File: src/rtl/chaddr_pkg.sv
package chaddr_pkg;

    localparam int FLD_W   = 20;
    localparam int FLD_LSB = 26;

    typedef enum logic [1:0] {
        CFG_START = 2'd0,
        CFG_END   = 2'd1,
        CFG_OFS   = 2'd2
    } cfg_sel_e;

    typedef enum logic [1:0] {
        ST_IDLE = 2'd0,
        ST_STEP = 2'd1,
        ST_DIV  = 2'd2
    } state_e;

    function automatic logic [4:0] gran_to_bit(input logic [1:0] code);
        case (code)
            2'd0:    return 5'd6;
            2'd1:    return 5'd8;
            2'd2:    return 5'd12;
            default: return 5'd30;
        endcase
    endfunction

endpackage

File: src/rtl/chaddr_cfg_store.sv
module chaddr_cfg_store
    import chaddr_pkg::*;
#(
    parameter int CTRLS   = 2,
    parameter int CHANS   = 3,
    parameter int ENTRIES = 8,
    localparam int CTL_W  = (CTRLS > 1) ? $clog2(CTRLS) : 1,
    localparam int CHN_W  = (CHANS > 1) ? $clog2(CHANS) : 1,
    localparam int IDX_W  = (ENTRIES > 1) ? $clog2(ENTRIES) : 1
) (
    input  logic                          clk,
    input  logic                          rst_n,
    input  logic                          we,
    input  logic [1:0]                    sel,
    input  logic [CTL_W-1:0]              wctl,
    input  logic [CHN_W-1:0]              wchn,
    input  logic [IDX_W-1:0]              widx,
    input  logic [31:0]                   wdata,
    input  logic [CTL_W-1:0]              rctl,
    input  logic [CHN_W-1:0]              rchn,
    output logic [ENTRIES-1:0][FLD_W-1:0] start_f,
    output logic [ENTRIES-1:0][FLD_W-1:0] end_f,
    output logic [ENTRIES-1:0][FLD_W-1:0] ofs_f,
    output logic [ENTRIES-1:0][1:0]       sg_f,
    output logic [ENTRIES-1:0][1:0]       cg_f,
    output logic [ENTRIES-1:0][1:0]       sw_f,
    output logic [ENTRIES-1:0][1:0]       cw_f
);

    logic [FLD_W-1:0] start_q [CTRLS][ENTRIES];
    logic [FLD_W-1:0] end_q   [CTRLS][ENTRIES];
    logic [FLD_W-1:0] ofs_q   [CTRLS][CHANS][ENTRIES];
    logic [1:0]       sg_q    [CTRLS][ENTRIES];
    logic [1:0]       cg_q    [CTRLS][ENTRIES];
    logic [1:0]       sw_q    [CTRLS][ENTRIES];
    logic [1:0]       cw_q    [CTRLS][ENTRIES];

    logic unused_wbits;
    assign unused_wbits = ^wdata[3:0];

    always_ff @(posedge clk or negedge rst_n) begin
        if (!rst_n) begin
            for (int c = 0; c < CTRLS; c++) begin
                for (int e = 0; e < ENTRIES; e++) begin
                    start_q[c][e] <= '0;
                    end_q[c][e]   <= '0;
                    sg_q[c][e]    <= '0;
                    cg_q[c][e]    <= '0;
                    sw_q[c][e]    <= '0;
                    cw_q[c][e]    <= '0;
                    for (int h = 0; h < CHANS; h++) ofs_q[c][h][e] <= '0;
                end
            end
        end else if (we && (int'(wctl) < CTRLS) && (int'(widx) < ENTRIES)) begin
            case (sel)
                CFG_START: begin
                    start_q[wctl][widx] <= wdata[31:12];
                    cg_q[wctl][widx]    <= wdata[7:6];
                    sg_q[wctl][widx]    <= wdata[5:4];
                end
                CFG_END: begin
                    end_q[wctl][widx] <= wdata[31:12];
                    sw_q[wctl][widx]  <= wdata[11:10];
                    cw_q[wctl][widx]  <= wdata[9:8];
                end
                CFG_OFS: begin
                    if (int'(wchn) < CHANS) ofs_q[wctl][wchn][widx] <= wdata[23:4];
                end
                default: ;
            endcase
        end
    end

    logic [CTL_W-1:0] ctl_s;
    logic [CHN_W-1:0] chn_s;
    assign ctl_s = (int'(rctl) < CTRLS) ? rctl : '0;
    assign chn_s = (int'(rchn) < CHANS) ? rchn : '0;

    always_comb begin
        for (int e = 0; e < ENTRIES; e++) begin
            start_f[e] = start_q[ctl_s][e];
            end_f[e]   = end_q[ctl_s][e];
            ofs_f[e]   = ofs_q[ctl_s][chn_s][e];
            sg_f[e]    = sg_q[ctl_s][e];
            cg_f[e]    = cg_q[ctl_s][e];
            sw_f[e]    = sw_q[ctl_s][e];
            cw_f[e]    = cw_q[ctl_s][e];
        end
    end

endmodule

File: src/rtl/chaddr_range_match.sv
module chaddr_range_match
    import chaddr_pkg::*;
#(
    parameter int ADDR_W  = 46,
    parameter int ENTRIES = 8,
    localparam int IDX_W  = (ENTRIES > 1) ? $clog2(ENTRIES) : 1
) (
    input  logic [ADDR_W-1:0]             addr,
    input  logic [ENTRIES-1:0][FLD_W-1:0] start_f,
    input  logic [ENTRIES-1:0][FLD_W-1:0] end_f,
    output logic                          hit,
    output logic [IDX_W-1:0]              idx
);

    localparam logic [ADDR_W-1:0] LOW_ONES = (ADDR_W'(1) << FLD_LSB) - ADDR_W'(1);

    logic [ENTRIES-1:0] in_rng;

    for (genvar e = 0; e < ENTRIES; e++) begin : g_cmp
        logic [ADDR_W-1:0] lo, hi;
        assign lo        = ADDR_W'(start_f[e]) << FLD_LSB;
        assign hi        = (ADDR_W'(end_f[e]) << FLD_LSB) | LOW_ONES;
        assign in_rng[e] = (lo <= addr) && (addr <= hi);
    end

    always_comb begin
        idx = '0;
        for (int e = ENTRIES - 1; e >= 0; e--) begin
            if (in_rng[e]) idx = IDX_W'(e);
        end
    end

    assign hit = |in_rng;

endmodule

File: src/rtl/chaddr_deinterleave.sv
module chaddr_deinterleave
    import chaddr_pkg::*;
#(
    parameter int ADDR_W  = 46,
    parameter int CTRLS   = 2,
    parameter int CHANS   = 3,
    parameter int ENTRIES = 8,
    localparam int CTL_W  = (CTRLS > 1) ? $clog2(CTRLS) : 1,
    localparam int CHN_W  = (CHANS > 1) ? $clog2(CHANS) : 1,
    localparam int IDX_W  = (ENTRIES > 1) ? $clog2(ENTRIES) : 1
) (
    input  logic              clk,
    input  logic              rst_n,
    input  logic              cfg_we,
    input  logic [1:0]        cfg_sel,
    input  logic [CTL_W-1:0]  cfg_ctl,
    input  logic [CHN_W-1:0]  cfg_chn,
    input  logic [IDX_W-1:0]  cfg_idx,
    input  logic [31:0]       cfg_wdata,
    input  logic              req_valid,
    output logic              req_ready,
    input  logic [ADDR_W-1:0] req_addr,
    input  logic [CTL_W-1:0]  req_ctl,
    input  logic [CHN_W-1:0]  req_chn,
    output logic              rsp_valid,
    output logic              rsp_err,
    output logic [ADDR_W-1:0] rsp_addr,
    output logic [3:0]        rsp_skt_ways,
    output logic [2:0]        rsp_chn_ways
);

    localparam int CNT_W = $clog2(ADDR_W);
    localparam logic [CNT_W-1:0] CNT_LAST = CNT_W'(ADDR_W - 1);

    typedef struct packed {
        state_e            st;
        logic              step;
        logic              chn_first;
        logic [ADDR_W-1:0] val;
        logic [ADDR_W-1:0] orig;
        logic [4:0]        sgb;
        logic [4:0]        cgb;
        logic [1:0]        swc;
        logic [1:0]        cwc;
        logic [ADDR_W-1:0] dq;
        logic [1:0]        rem;
        logic [CNT_W-1:0]  cnt;
        logic              rsp_v;
        logic              rsp_e;
        logic [ADDR_W-1:0] rsp_a;
        logic [3:0]        rsp_sw;
        logic [2:0]        rsp_cw;
    } state_t;

    state_t s_q, s_d;

    logic [ENTRIES-1:0][FLD_W-1:0] start_f, end_f, ofs_f;
    logic [ENTRIES-1:0][1:0]       sg_f, cg_f, sw_f, cw_f;
    logic                          hit;
    logic [IDX_W-1:0]              hit_idx;

    chaddr_cfg_store #(
        .CTRLS(CTRLS), .CHANS(CHANS), .ENTRIES(ENTRIES)
    ) u_store (
        .clk(clk), .rst_n(rst_n),
        .we(cfg_we), .sel(cfg_sel), .wctl(cfg_ctl), .wchn(cfg_chn),
        .widx(cfg_idx), .wdata(cfg_wdata),
        .rctl(req_ctl), .rchn(req_chn),
        .start_f(start_f), .end_f(end_f), .ofs_f(ofs_f),
        .sg_f(sg_f), .cg_f(cg_f), .sw_f(sw_f), .cw_f(cw_f)
    );

    chaddr_range_match #(
        .ADDR_W(ADDR_W), .ENTRIES(ENTRIES)
    ) u_match (
        .addr(req_addr), .start_f(start_f), .end_f(end_f),
        .hit(hit), .idx(hit_idx)
    );

    // current removal step context
    logic              is_chn, need_div, step_done;
    logic [4:0]        g;
    logic [1:0]        k;
    logic [ADDR_W-1:0] low_src, low_mask, shifted, step_res;
    logic [2:0]        r_sh;
    logic              r_ge;
    logic [1:0]        rem_n;
    logic [ADDR_W-1:0] dq_n;

    always_comb begin
        is_chn   = s_q.chn_first ? ~s_q.step : s_q.step;
        g        = is_chn ? s_q.cgb : s_q.sgb;
        low_src  = s_q.chn_first ? s_q.val : s_q.orig;
        low_mask = (ADDR_W'(1) << g) - ADDR_W'(1);
        shifted  = s_q.val >> g;
        need_div = is_chn && (s_q.cwc == 2'd2);
        if (is_chn) k = (s_q.cwc == 2'd3) ? 2'd2 : s_q.cwc;
        else        k = s_q.swc;

        r_sh  = {s_q.rem, s_q.dq[ADDR_W-1]};
        r_ge  = (r_sh >= 3'd3);
        rem_n = r_ge ? 2'(r_sh - 3'd3) : r_sh[1:0];
        dq_n  = {s_q.dq[ADDR_W-2:0], r_ge};

        s_d       = s_q;
        s_d.rsp_v = 1'b0;
        step_done = 1'b0;
        step_res  = '0;

        case (s_q.st)
            ST_IDLE: begin
                if (req_valid) begin
                    if (!hit) begin
                        s_d.rsp_v  = 1'b1;
                        s_d.rsp_e  = 1'b1;
                        s_d.rsp_a  = '0;
                        s_d.rsp_sw = '0;
                        s_d.rsp_cw = '0;
                    end else begin
                        s_d.orig      = req_addr;
                        s_d.val       = req_addr - (ADDR_W'(ofs_f[hit_idx]) << FLD_LSB);
                        s_d.sgb       = gran_to_bit(sg_f[hit_idx]);
                        s_d.cgb       = gran_to_bit(cg_f[hit_idx]);
                        s_d.swc       = sw_f[hit_idx];
                        s_d.cwc       = cw_f[hit_idx];
                        s_d.chn_first = (cw_f[hit_idx] == 2'd2) &&
                                        (gran_to_bit(sg_f[hit_idx]) > gran_to_bit(cg_f[hit_idx]));
                        s_d.step      = 1'b0;
                        s_d.st        = ST_STEP;
                    end
                end
            end
            ST_STEP: begin
                if (need_div) begin
                    s_d.dq  = shifted;
                    s_d.rem = '0;
                    s_d.cnt = '0;
                    s_d.st  = ST_DIV;
                end else begin
                    step_done = 1'b1;
                    step_res  = ((shifted >> k) << g) | (low_src & low_mask);
                end
            end
            ST_DIV: begin
                s_d.dq  = dq_n;
                s_d.rem = rem_n;
                s_d.cnt = s_q.cnt + 1'b1;
                if (s_q.cnt == CNT_LAST) begin
                    step_done = 1'b1;
                    step_res  = (dq_n << g) | (low_src & low_mask);
                end
            end
            default: s_d.st = ST_IDLE;
        endcase

        if (step_done) begin
            if (s_q.step) begin
                s_d.rsp_v  = 1'b1;
                s_d.rsp_e  = 1'b0;
                s_d.rsp_a  = step_res;
                s_d.rsp_sw = 4'd1 << s_q.swc;
                s_d.rsp_cw = {1'b0, s_q.cwc} + 3'd1;
                s_d.st     = ST_IDLE;
            end else begin
                s_d.val  = step_res;
                s_d.step = 1'b1;
                s_d.st   = ST_STEP;
            end
        end
    end

    always_ff @(posedge clk or negedge rst_n) begin
        if (!rst_n) begin
            s_q    <= '0;
            s_q.st <= ST_IDLE;
        end else begin
            s_q <= s_d;
        end
    end

    assign req_ready    = (s_q.st == ST_IDLE);
    assign rsp_valid    = s_q.rsp_v;
    assign rsp_err      = s_q.rsp_e;
    assign rsp_addr     = s_q.rsp_a;
    assign rsp_skt_ways = s_q.rsp_sw;
    assign rsp_chn_ways = s_q.rsp_cw;

endmodule

File: config.mk
export PLATFORM = sky130hd
export DESIGN_NAME = chaddr_deinterleave
export DESIGN_NICKNAME = d
export VERILOG_FILES = /design/src/rtl/chaddr_pkg.sv /design/src/rtl/chaddr_cfg_store.sv /design/src/rtl/chaddr_range_match.sv /design/src/rtl/chaddr_deinterleave.sv
export SDC_FILE = /design/constraint.sdc
export NUM_CORES = 2
export LEC_CHECK = 0
export ABC_AREA = 1
export BUFFER_PORTS_ARGS = -buffer_cell sky130_fd_sc_hd__buf_2
export CAP_MARGIN = 20
export CORE_MARGIN = 1
export CORE_UTILIZATION = 29
export CTS_CLUSTER_SIZE = 12
export DETAILED_ROUTE_END_ITERATION = 12
export PLACE_DENSITY = 0.54
export SYNTH_ARGS = -nofsm -noshare
export SYNTH_HDL_FRONTEND = slang
export SYNTH_SLANG_ARGS = --single-unit
export TNS_END_PERCENT = 5
File: constraint.sdc
create_clock -name clk -period 5.6 [get_ports clk]
set_input_delay 0.56 -clock clk [delete_from_list [all_inputs] [get_ports clk]]
set_output_delay 0.56 -clock clk [all_outputs]
set_load 0.005 [all_outputs]
==> flow_summary_export.csv <==
group,metric,value,unit
route,drtPass1Iterations,9,
run_status,status,"finished, final reports clean",
cts,cts.path.max_buffers,4,
route,drtAntennaViolNets,0,
floorplan,die_w,592,um
yosys,synth_nets,13400,
job,drv_cap,0,
layout,final_area,118000,sq um
critical_path,worst_setup_path_end_kind,"flip-flop",
route,viasPerCell,5.10,
critical_path,critPathLaunchType,"primary input",
yosys,synth.distinct_cells,59,
cts,cts_setup_buffers,0,
critical_path,cpPeakStageDelay,0.53,ns
timing,setup_ws,0.191,ns
timing,fmax,185,MHz
placed_design,placed_area,109000,sq um
route,drc,0,
floorplan,die_h,592,um
placed_design,post-dp-hpwl,258000,um
placed_design,port_buffers,144,
hold_path,holdCritPathClass,"in -> reg",
floorplan,rows,216,
critical_path,cpMostUsedCell,"nand2_1",
grt,grt_start_max_net_pins,165,
layout,syn_to_final_growth,16.5,%
yosys,netlist_area,101000,sq um
timing,setup_violations,0,
critical_path,critPathKind,"in -> reg",
timing,finalCritPeriodShare,96.6,%
cts,clkTransAtPathRegs,0.06,ns
route,num_vias,90900,
yosys,avgSynthCellArea,7.76,sq um
placed_design,gp_congestion,1.01,
placed_design,place_ws,-0.915,ns
power,power,58.4,mW
yosys,synthMuxAreaShare,1.25,%
power,p_leak,54.9,nW
timing,period_needed,5.41,ns
route,drt_iter0_drc,10100,
yosys,synth_fa_ha_area_share,4.47,%
floorplan,core,346000,sq um
cts,cts.sinks,1937,
power,clkPwrFrac,25.9,%
yosys,synth-xor-area-share,0.148,%
critical_path,cp_data_arrival_time,6.16,ns
layout,final_cell_mix,"nand2_1, o21ai_0, dfrtp_1",
floorplan,dieArea,350000,sq um
yosys,synthFlopType,"dfrtp_1",
cts,cts_root_buf,"clkbuf_16",
route,routedWlPerCell,21.3,um
power,power_switching,25.9,mW
floorplan,floorplan.initialDensity,29.1,%
critical_path,critPathRequiredTime,6.35,ns
floorplan,top_level_ports,149,
timing,drv_slew,0,
power,combPwrFrac,45.3,%
timing,skew,0.106,ns
yosys,ys_ff_latch,1937,
power,power_per_cell_area,497,nW/um^2
layout,final_cells,17800,
layout,final_common_cell,"nand2_1",
cts,cts_max_level,4,
timing,rsz0062_at_grt,"true",
timing,hold_viol_final,0,
yosys,yosys.area_share.simple,22.9,%
yosys,synth_top_family_by_area,"simple AND/OR/NAND/NOR gates",
yosys,synth_cells,13000,
critical_path,cpMaxStageDelayCell,"or4_1",
timing,tightest_slew,1.07,ns
power,intPower,32.5,mW
grt,grt_pass1_vias,84800,
layout,fill_cells,36300,
yosys,synth_edf_count,0,
power,switching_share,44.3,%
yosys,synth-compound-area-share,17.2,%
power,ir_drop,0.400,mV
yosys,ys_async_sr_fraction,100,%
grt,grtUsageTotal,21.2,%
cts,clock_latency,0.95,ns
yosys,synth_warnings,0,
cts,cts_tree,"built",
power,power_frac_seq,28.8,%
timing,max_slew_margin,28.9,%
cts,cts_buffers,225,
grt,antenna_found_initial,31,
critical_path,critPathMaxFanout,29,
placed_design,dp.cells,17400,
grt,grt_pass1_wl,568000,um
route,wl,379000,um
layout,drive_above_1_share,10.0,%
yosys,ys_seq_area_share,48.0,%
grt,grt_overflow,0,
layout,nets,13500,
layout,utilization,34.0,%
## critical path: cells and delay by family
| family | cells | cell delay, ns |
|---|---|---|
| xor+xnor | 1 | 0.18 |
| fa+ha+maj | 2 | 0.59 |
| simple gates | 14 | 2.36 |
| compound gates | 8 | 1.09 |
| buf+inv | 10 | 1.26 |
## final cells by class
type	count	area [sq um]	area share, %
multi-input combinational	9528	46700	39.7
clock inverter	70	837	0.712
clock buffer	331	6660	5.67
sequential	1937	48500	41.2
timing repair buffer	870	7260	6.17
antenna	9	22.5	0.0192
tap	4578	5730	4.87
inverter	484	1860	1.58
## cells in the mapped netlist, types with 4 or more instances
master | count | area, sq um
a211oi_1 | 5 | 37.5
a21o_1 | 4 | 30.0
a21oi_1 | 347 | 1740
a22o_1 | 8 | 70.1
a22oi_1 | 6 | 45.0
a31oi_1 | 20 | 125
a32o_1 | 16 | 160
and2_1 | 4 | 25.0
buf_1 | 81 | 304
buf_2 | 67 | 335
buf_4 | 58 | 435
clkbuf_1 | 841 | 3160
dfrtp_1 | 1937 | 48500
ha_1 | 359 | 4490
inv_1 | 466 | 1750
inv_2 | 15 | 56.3
mux2i_1 | 126 | 1260
nand2_1 | 4004 | 15000
nand2_2 | 4 | 25.0
nand3_1 | 781 | 3910
nand4_1 | 62 | 388
nor2_1 | 891 | 3340
nor3_1 | 34 | 170
nor4_1 | 7 | 43.8
o2111ai_1 | 6 | 52.6
o211ai_1 | 100 | 751
o21a_1 | 14 | 105
o21ai_0 | 2415 | 12100
o21ai_1 | 43 | 215
o221ai_1 | 17 | 149
o22ai_1 | 50 | 313
o311ai_0 | 6 | 52.6
o32ai_1 | 144 | 1260
xor2_1 | 15 | 131
## per-layer routing
metal	vias to the layer above	global-route usage, %	routed length (um)
li1	43300	-	-
met1	44000	29.8	172000
met2	3000	32.7	166000
met3	623	3.48	26600
met4	14	7.70	14400
met5	-	0	77
## sequential cells by signal, indices dropped and copies added (netlist names)
name / cells
u_store.sw_q: 32
u_store.cg_q: 32
rsp_valid: 1
r_sh: 3
u_store.cw_q: 32
u_store.end_q: 320
s_q: 106
rsp_err: 1
u_store.ofs_q: 960
rsp_skt_ways: 4
u_store.start_q: 320
dq_n: 45
u_store.sg_q: 32
rsp_addr: 46
rsp_chn_ways: 3
## worst paths after layout
check	from	end	slack [ns]	cells after the start
min in group asynchronous	rst_n	u_store.start_q[54]	0.24	2
worst min-delay path	req_addr[5]	s_q[128]	0.07	4
worst max register to register	u_store.start_q[155]	s_q[210]	0.26	31
worst max-delay path	req_ctl	s_q[210]	0.19	35
max in group asynchronous	rst_n	u_store.end_q[268]	3.67	4
worst min register to register	rsp_addr[14]	rsp_addr[14]	0.47	2
## stage by stage
step / hold WS (ns) / TNS, ns
after global placement: 0.459 / -9.26
after CTS: 0.00110 / 0
after global routing: 0.0427 / -0.122
after detailed placement: 0.461 / -9.86
final: 0.0686 / 0
after floorplan: 0.264 / -0.708
## power by group through the flow
stage          sequential [mW]  clock, mW  combinational, mW
6_report                  16.8       15.1               26.5
5_1_grt                   17.0       16.0               28.5
4_1_cts                   16.8       15.4               25.5
3_5_place_dp              17.0          0               25.4
3_3_place_gp              17.0          0               25.4
2_1_floorplan             16.7          0               15.8
## cells by family after synthesis
logic type | count (synthesis)
adders and majority gates | 360
buffers and inverters | 1531
AOI/OAI and AO/OA | 3220
DFF | 1937
muxes | 126
and+or+nand+nor | 5805
xor gates and xnor gates | 17
## what timing repair did
item | in CTS | in global routing
endpoints found under the setup margin | 4 | 9
hold endpoints to repair | 139 | 0
pin swaps | 0 | 7
hold buffers | 30 | 0
cloned | 0 | 2
resized for setup | 5 | 42
Power figures use the tool's default switching activity.
